$ cat src/rtl/rct_pkg.sv
package rct_pkg;
  localparam int CNT_W  = 16;
  localparam int ADDR_W = 4;
  localparam int NCAP   = 2;
  localparam int NFLAG  = 4;

  typedef logic [CNT_W-1:0] cnt_t;

  // flag / interrupt-enable bit positions
  localparam int FLG_OVF = 0;
  localparam int FLG_CP1 = 1;
  localparam int FLG_CP2 = 2;
  localparam int FLG_CMP = 3;

  // register addresses
  localparam logic [ADDR_W-1:0] A_CTRL0  = 4'h0;
  localparam logic [ADDR_W-1:0] A_CTRL1  = 4'h1;
  localparam logic [ADDR_W-1:0] A_IEN    = 4'h2;
  localparam logic [ADDR_W-1:0] A_FLAGS  = 4'h3;
  localparam logic [ADDR_W-1:0] A_RLD_LO = 4'h4;
  localparam logic [ADDR_W-1:0] A_RLD_HI = 4'h5;
  localparam logic [ADDR_W-1:0] A_CAP_LO = 4'h6;
  localparam logic [ADDR_W-1:0] A_CAP_HI = 4'h7;
  localparam logic [ADDR_W-1:0] A_CMP_LO = 4'h8;
  localparam logic [ADDR_W-1:0] A_CMP_HI = 4'h9;
  localparam logic [ADDR_W-1:0] A_MSK_LO = 4'hA;
  localparam logic [ADDR_W-1:0] A_MSK_HI = 4'hB;
  localparam logic [ADDR_W-1:0] A_CNT_LO = 4'hC;
  localparam logic [ADDR_W-1:0] A_CNT_HI = 4'hD;
endpackage

$ cat src/rtl/rct_edge_sync.sv
module rct_edge_sync #(
  parameter int STAGES = 2
) (
  input  logic clk,
  input  logic rst_n,
  input  logic pin_i,
  input  logic rise_i,
  output logic edge_o
);
  // sh_q[STAGES-1] is the synchronised level, sh_q[STAGES] its previous value
  logic [STAGES:0] sh_q;
  logic lvl_now, lvl_prev;

  always_ff @(posedge clk or negedge rst_n) begin
    if (!rst_n) sh_q <= '0;
    else        sh_q <= {sh_q[STAGES-1:0], pin_i};
  end

  assign lvl_now  = sh_q[STAGES-1];
  assign lvl_prev = sh_q[STAGES];
  assign edge_o   = rise_i ? (lvl_now & ~lvl_prev) : (~lvl_now & lvl_prev);

  AST_EDGE_SINGLE: assert property (@(posedge clk) disable iff (!rst_n)
    edge_o |=> (!edge_o || !$stable(rise_i)));
endmodule

$ cat src/rtl/rct_prescaler.sv
module rct_prescaler #(
  parameter int SEL_W = 2,
  parameter int STEP  = 1
) (
  input  logic             clk,
  input  logic             rst_n,
  input  logic             run_i,
  input  logic             clear_i,
  input  logic [SEL_W-1:0] sel_i,
  output logic             tick_o
);
  localparam int PCW = ((1 << SEL_W) - 1) * STEP + 1;
  localparam logic [PCW-1:0] ONE = PCW'(1);

  logic [PCW-1:0] div_q;
  logic [PCW-1:0] limit;
  logic [7:0]     shamt;

  assign shamt  = 8'(sel_i) * 8'(STEP);
  assign limit  = (ONE << shamt) - ONE;
  assign tick_o = run_i && (div_q == limit);

  always_ff @(posedge clk or negedge rst_n) begin
    if (!rst_n)                          div_q <= '0;
    else if (!run_i || clear_i || tick_o) div_q <= '0;
    else                                 div_q <= div_q + ONE;
  end
endmodule

$ cat src/rtl/rct_counter.sv
module rct_counter
  import rct_pkg::*;
(
  input  logic clk,
  input  logic rst_n,
  input  logic run_i,
  input  logic tick_i,
  input  logic restart_i,
  input  cnt_t top_i,
  output cnt_t cnt_o,
  output logic wrap_o
);
  cnt_t cnt_q;

  assign wrap_o = run_i && tick_i && !restart_i && (cnt_q == '0);
  assign cnt_o  = cnt_q;

  always_ff @(posedge clk or negedge rst_n) begin
    if (!rst_n)         cnt_q <= '0;
    else if (!run_i)    cnt_q <= '0;
    else if (restart_i) cnt_q <= top_i;
    else if (tick_i)    cnt_q <= (cnt_q == '0) ? top_i : cnt_q - 1'b1;
  end

  AST_STOP_CLEARS: assert property (@(posedge clk) disable iff (!rst_n)
    !run_i |=> cnt_q == '0);
  AST_DOWN_STEP: assert property (@(posedge clk) disable iff (!rst_n)
    (run_i && tick_i && !restart_i && cnt_q != '0) |=> cnt_q == $past(cnt_q) - 1'b1);
  AST_ZERO_WRAP: assert property (@(posedge clk) disable iff (!rst_n)
    (run_i && tick_i && !restart_i && cnt_q == '0) |=> cnt_q == $past(top_i));
  AST_RESTART_LOAD: assert property (@(posedge clk) disable iff (!rst_n)
    (run_i && restart_i) |=> cnt_q == $past(top_i));
endmodule

$ cat src/rtl/reload_capture_timer.sv
module reload_capture_timer
  import rct_pkg::*;
#(
  parameter int PSC_SEL_W   = 2,
  parameter int PSC_STEP    = 1,
  parameter int SYNC_STAGES = 2
) (
  input  logic              clk,
  input  logic              rst_n,
  input  logic              wr_en,
  input  logic [ADDR_W-1:0] addr,
  input  logic [7:0]        wr_data,
  output logic [7:0]        rd_data,
  input  logic              cap1_pin,
  input  logic              cap2_pin,
  output logic              pwm_out,
  output logic              ovf_out,
  output logic              irq
);
  localparam int SEL_LSB = 3;

  // control state
  logic                 run_q, rmode_q, rstart_q;
  logic [PSC_SEL_W-1:0] psc_sel_q;
  logic                 pwm_en_q, pwm_pol_q, ovf_en_q, ovf_pol_q;
  logic [NCAP-1:0]      cap_rise_q;
  logic [NFLAG-1:0]     ien_q, flags_q, events;
  cnt_t                 reload_q, capt_q, cmp_q, mask_q;
  logic                 ovf_pulse_q;

  // datapath
  logic [NCAP-1:0] cap_pins, cap_edge;
  logic            tick, restart, wrap, cmp_hit, pwm_lvl;
  cnt_t            cnt, top;

  assign cap_pins = {cap2_pin, cap1_pin};

  for (genvar gi = 0; gi < NCAP; gi++) begin : g_cap
    rct_edge_sync #(.STAGES(SYNC_STAGES)) u_sync (
      .clk    (clk),
      .rst_n  (rst_n),
      .pin_i  (cap_pins[gi]),
      .rise_i (cap_rise_q[gi]),
      .edge_o (cap_edge[gi])
    );
  end

  assign restart = run_q && rstart_q && cap_edge[NCAP-1];
  assign top     = rmode_q ? reload_q : '1;

  rct_prescaler #(.SEL_W(PSC_SEL_W), .STEP(PSC_STEP)) u_psc (
    .clk     (clk),
    .rst_n   (rst_n),
    .run_i   (run_q),
    .clear_i (restart),
    .sel_i   (psc_sel_q),
    .tick_o  (tick)
  );

  rct_counter u_cnt (
    .clk       (clk),
    .rst_n     (rst_n),
    .run_i     (run_q),
    .tick_i    (tick),
    .restart_i (restart),
    .top_i     (top),
    .cnt_o     (cnt),
    .wrap_o    (wrap)
  );

  assign cmp_hit = run_q && tick && ((cnt & mask_q) == (cmp_q & mask_q));
  assign pwm_lvl = (cnt & mask_q) > (cmp_q & mask_q);

  always_comb begin
    events          = '0;
    events[FLG_OVF] = wrap;
    events[FLG_CP1] = cap_edge[0];
    events[FLG_CP2] = cap_edge[1];
    events[FLG_CMP] = cmp_hit;
  end

  // software-written registers
  always_ff @(posedge clk or negedge rst_n) begin
    if (!rst_n) begin
      run_q      <= 1'b0;
      rmode_q    <= 1'b0;
      rstart_q   <= 1'b0;
      psc_sel_q  <= '0;
      pwm_en_q   <= 1'b0;
      pwm_pol_q  <= 1'b0;
      ovf_en_q   <= 1'b0;
      ovf_pol_q  <= 1'b0;
      cap_rise_q <= '0;
      ien_q      <= '0;
      reload_q   <= '1;
      cmp_q      <= '0;
      mask_q     <= '1;
    end else if (wr_en) begin
      case (addr)
        A_CTRL0: begin
          run_q     <= wr_data[0];
          rmode_q   <= wr_data[1];
          rstart_q  <= wr_data[2];
          psc_sel_q <= wr_data[SEL_LSB +: PSC_SEL_W];
        end
        A_CTRL1: begin
          pwm_en_q   <= wr_data[0];
          pwm_pol_q  <= wr_data[1];
          ovf_en_q   <= wr_data[2];
          ovf_pol_q  <= wr_data[3];
          cap_rise_q <= wr_data[4 +: NCAP];
        end
        A_IEN:    ien_q <= wr_data[NFLAG-1:0];
        A_RLD_LO: if (rmode_q) reload_q[7:0]  <= wr_data;
        A_RLD_HI: if (rmode_q) reload_q[15:8] <= wr_data;
        A_CMP_LO: cmp_q[7:0]   <= wr_data;
        A_CMP_HI: cmp_q[15:8]  <= wr_data;
        A_MSK_LO: mask_q[7:0]  <= wr_data;
        A_MSK_HI: mask_q[15:8] <= wr_data;
        default: ;
      endcase
    end
  end

  // sticky flags: hardware set wins over a same-cycle clear
  always_ff @(posedge clk or negedge rst_n) begin
    if (!rst_n)                        flags_q <= '0;
    else if (wr_en && addr == A_FLAGS) flags_q <= (flags_q & wr_data[NFLAG-1:0]) | events;
    else                               flags_q <= flags_q | events;
  end

  always_ff @(posedge clk or negedge rst_n) begin
    if (!rst_n) begin
      capt_q      <= '0;
      ovf_pulse_q <= 1'b0;
    end else begin
      if (|cap_edge) capt_q <= cnt;
      ovf_pulse_q <= wrap;
    end
  end

  always_comb begin
    case (addr)
      A_CTRL0:  rd_data = 8'({psc_sel_q, rstart_q, rmode_q, run_q});
      A_CTRL1:  rd_data = 8'({cap_rise_q, ovf_pol_q, ovf_en_q, pwm_pol_q, pwm_en_q});
      A_IEN:    rd_data = 8'(ien_q);
      A_FLAGS:  rd_data = 8'(flags_q);
      A_RLD_LO: rd_data = reload_q[7:0];
      A_RLD_HI: rd_data = reload_q[15:8];
      A_CAP_LO: rd_data = capt_q[7:0];
      A_CAP_HI: rd_data = capt_q[15:8];
      A_CMP_LO: rd_data = cmp_q[7:0];
      A_CMP_HI: rd_data = cmp_q[15:8];
      A_MSK_LO: rd_data = mask_q[7:0];
      A_MSK_HI: rd_data = mask_q[15:8];
      A_CNT_LO: rd_data = cnt[7:0];
      A_CNT_HI: rd_data = cnt[15:8];
      default:  rd_data = 8'h00;
    endcase
  end

  assign pwm_out = pwm_en_q & (pwm_lvl ^ pwm_pol_q);
  assign ovf_out = ovf_en_q & (ovf_pulse_q ^ ovf_pol_q);
  assign irq     = |(flags_q & ien_q);

  AST_RELOAD_LOCK: assert property (@(posedge clk) disable iff (!rst_n)
    (wr_en && (addr == A_RLD_LO || addr == A_RLD_HI) && !rmode_q) |=> $stable(reload_q));
  AST_WRAP_FLAGGED: assert property (@(posedge clk) disable iff (!rst_n)
    wrap |=> flags_q[FLG_OVF]);
  AST_CAP_FLAGGED: assert property (@(posedge clk) disable iff (!rst_n)
    cap_edge[1] |=> (flags_q[FLG_CP2] && capt_q == $past(cnt)));
endmodule

$ cat config.mk
export PLATFORM = sky130hd
export DESIGN_NAME = reload_capture_timer
export DESIGN_NICKNAME = d
export VERILOG_FILES = /design/src/rtl/rct_pkg.sv /design/src/rtl/rct_edge_sync.sv /design/src/rtl/rct_prescaler.sv /design/src/rtl/rct_counter.sv /design/src/rtl/reload_capture_timer.sv
export SDC_FILE = /design/constraint.sdc
export NUM_CORES = 1
export LEC_CHECK = 0
export ABC_AREA = 1
export BUFFER_PORTS_ARGS = -buffer_cell sky130_fd_sc_hd__buf_2
export CELL_PAD_IN_SITES_DETAIL_PLACEMENT = 1
export CELL_PAD_IN_SITES_GLOBAL_PLACEMENT = 2
export CORE_MARGIN = 2
export CORE_UTILIZATION = 36
export DETAILED_ROUTE_END_ITERATION = 12
export PLACE_DENSITY_LB_ADDON = 0.1
export SLEW_MARGIN = 15
export SYNTH_ARGS = -nofsm -noshare
export SYNTH_HDL_FRONTEND = slang
export SYNTH_HIERARCHICAL = 1
export SYNTH_SLANG_ARGS = --single-unit
$ cat constraint.sdc
create_clock -name clk -period 2.3 [get_ports clk]
set_input_delay 0.115 -clock clk [delete_from_list [all_inputs] [get_ports clk]]
set_output_delay 0.115 -clock clk [all_outputs]
set_load 0.02 [all_outputs]
==> flow_metrics.py <==
metrics = {
    "clock_tree": {
        "cts_root_buf": "clkbuf_16",
        "clock_path_buffers": 2,
        "h-tree-depth": 3,
        "cts_tree": "built",
        "cts.sinks": 110,
        "clkLatencyLatePin_ns": 0.36,
        "numCtsBuffers": 9,
        "cts.clk_slew.worst_paths_ns": 0.08,
    },
    "route": {
        "routed_wl_um": 22500,
        "drc_errors": 0,
        "viasPerCell": 5.11,
        "drt-initial-drc-count": 365,
        "first_pass_iters": 6,
        "ant_nets": 0,
        "routedWlPerCell_um": 19.5,
        "via_count": 5885,
    },
    "floorplanning": {
        "num_rows": 48,
        "die_w_um": 138,
        "core_um2": 17400,
        "die_area_um2": 19000,
        "chipHeight_um": 138,
        "initial_core_util_pct": 37.1,
        "ios": 28,
    },
    "global_route": {
        "grt_antenna_before_repair": 0,
        "grt_pass1_wl_um": 35600,
        "grt_pass1_vias": 6239,
        "overflow": 0,
        "grt_max_degree": 53,
        "grt.total_usage_pct": 25.4,
    },
    "synthesis": {
        "synth.avg_cell_area_um2": 7.39,
        "synth-edff-count": 0,
        "async_flop_share_pct": 100,
        "synthCells": 874,
        "ys_seq_area_share_pct": 43.2,
        "yosysMostFrequentCell": "nand2_1",
        "synth_area_um2": 6460,
        "synth_area_leaders": "dfrtp_1, nand2_1, dfstp_2, inv_1, nand3_1",
        "ys_top_cells_by_count": "nand2_1, inv_1, dfrtp_1",
        "ys_ff_latch": 110,
        "yosysTopAreaCell": "dfrtp_1",
        "synthesis.nets": 910,
        "synthFlopType": "dfrtp_1",
        "synthesis.yosys.warnings": 6,
        "ys_types": 37,
        "netlist.area_leader.share_pct": 30.2,
    },
    "final_layout": {
        "nets": 958,
        "n_antenna_cell": 0,
        "syn2layout_area_growth_pct": 14.4,
        "drive_above_1_share_pct": 18.6,
        "final_area_um2": 7390,
    },
    "power": {
        "power_mw": 8.32,
        "power.density_nw_per_um2": 1130,
        "p_leak_nw": 3.81,
        "ir_drop_v": 0.000486,
    },
    "sta": {
        "worst_pin_slew_ns": 0.790,
        "max_slew_margin_pct": 47.3,
        "slew_viol_final": 0,
        "layout_setup_ws_ns": -0.0634,
        "hold_slack_ns": 0.0140,
        "grt_setup_unrepaired": "true",
        "setup_violations": 1,
        "fmax_mhz": 423,
        "fin_crit_ns": 2.36,
        "min_period_over_period_pct": 103,
        "fin_worst_skew_ns": 0.0109,
        "hold_viol": 0,
    },
    "run": {
        "cap_violations": 0,
    },
    "critical_path": {
        "path_class": "flop to primary output",
        "arrival_ns": 2.25,
        "crit_slowest_cell": "dfstp_2",
        "worstReg2RegStart": "u_cnt/cnt_o[0]$_DFFE_PN0P_",
        "timing.critical_path.from_type": "flop",
        "endpoint_kind": "primary output",
        "critPathLaunch": "mask_q[4]$_DFFE_PN1P_",
        "cp_top_family": "simple AND/OR/NAND/NOR gates",
        "crit_required_ns": 2.18,
        "crit_top_cell": "nand2_1",
        "r2r.worst_path.cells": 12,
        "worst-path-buf-inv": 1,
        "crit_fanout": 4,
        "max_stage_delay_ns": 0.58,
        "crit_chain": "nand2_1, ha_1, nand2_1, nor2_2, o21ai_0, nand3_1, nand2_1, nand2_1, a21oi_1, nor2_2, buf_6",
        "cp.depth": 11,
    },
    "outcome": {
        "outcome": "complete, but fails checks",
        "violations": "negative setup slack",
    },
    "hold_path": {
        "min_path_cells": 3,
        "hold_class": "input port to flop",
        "min_from": "wr_data[2]",
    },
    "placed_design": {
        "pre_cts_ws_ns": 0.193,
        "port_buffers": 27,
        "place.gp.congestion": 0.860,
        "hpwlAfterDp_um": 17700,
        "placed_area_um2": 6920,
    },
}
-- layout make-up --
cell class	instances	area (um2)
fillers	2182	10000
multi-input cells	612	3120
flip-flops and latches	110	2790
inverters	132	500
repair buffers	57	389
well taps	225	282
clock buffers	10	229
clock inverters	6	76.3
-- routing by layer --
metal	global-route usage, %	up-vias	routed length, um
met5	0	-	0
met4	5.78	0	333
met3	4.20	20	892
met2	41.5	108	10500
met1	35.4	2890	10800
li1	-	2867	-
-- tightest hold or removal path: stages --
cell	delay (ns)
buf_2	0.08
o21ai_0	0.08
nand2_1	0.06
-- sequential cells by signal, indices dropped and copies added (netlist names), 4 cells and up --
register / flops
capt_q: 16
u_psc/div_q: 4
u_cnt/cnt_o: 16
flags_q: 4
mask_q: 16
ien_q: 4
cmp_q: 16
g_cap.u_sync/sh_q: 6
reload_q: 16
-- worst paths after layout --
path,endpoint,slack (ns)
setup reg to reg,u_cnt/cnt_o[13]$_DFFE_PN0P_,0.24
hold reg to reg,g_cap[0].u_sync/sh_q[1]$_DFF_PN0_,0.36
min in group asynchronous,ien_q[1]$_DFFE_PN0P_,0.29
setup / recovery,pwm_out,-0.06
hold / removal,flags_q[2]$_DFF_PN0_,0.01
max in group asynchronous,mask_q[14]$_DFFE_PN1P_,1.23
-- cells by family (layout without fill, tap and decap cells) --
family / count (synthesis) / after routing / share of synthesized area, %
compound gates: 142 / 142 / 12.6
xor+xnor: 7 / 7 / 0.949
fa+ha+maj: 19 / 19 / 3.68
flops: 110 / 110 / 43.2
simple gates: 444 / 444 / 29.5
buf+inv: 152 / 205 / 10.1
-- report_power, final --
| part | switching (mW) | internal [mW] | total (mW) |
|---|---|---|---|
| registers | 0.468 | 2.48 | 2.95 |
| clock network | 0.783 | 0.867 | 1.65 |
| logic | 2.45 | 1.27 | 3.72 |
| total | 3.70 | 4.61 | 8.32 |
-- placed cells by master, fill, tap and decap left out, drive strengths merged, types with 5 or more instances in the layout --
master    n
o21ai    92
nor2     63
clkbuf   10
ha       19
nor3      5
buf      54
dfstp    32
inv     133
dfrtp    78
nand3    55
a21oi    20
o22ai    13
nand2   315
-- what timing repair did --
| item | in CTS | in global routing |
|---|---|---|
| pin swaps | 14 | 1 |
| hold buffers | 3 | 0 |
| resized for setup | 21 | 2 |
| hold endpoints to repair | 35 | 0 |
| setup buffers | 4 | 0 |
| setup endpoints to repair | 1 | 1 |
-- metrics by stage --
step	TNS [ns]	utilization, %	cells
floorplan	0	-	874
global placement	0	39.7	1129
detailed placement	0	39.7	1129
CTS	-0.0344	42.3	1152
global route	-0.162	42.4	1152
finish	-0.0634	42.4	1152
(Power assumes the default switching activity.)
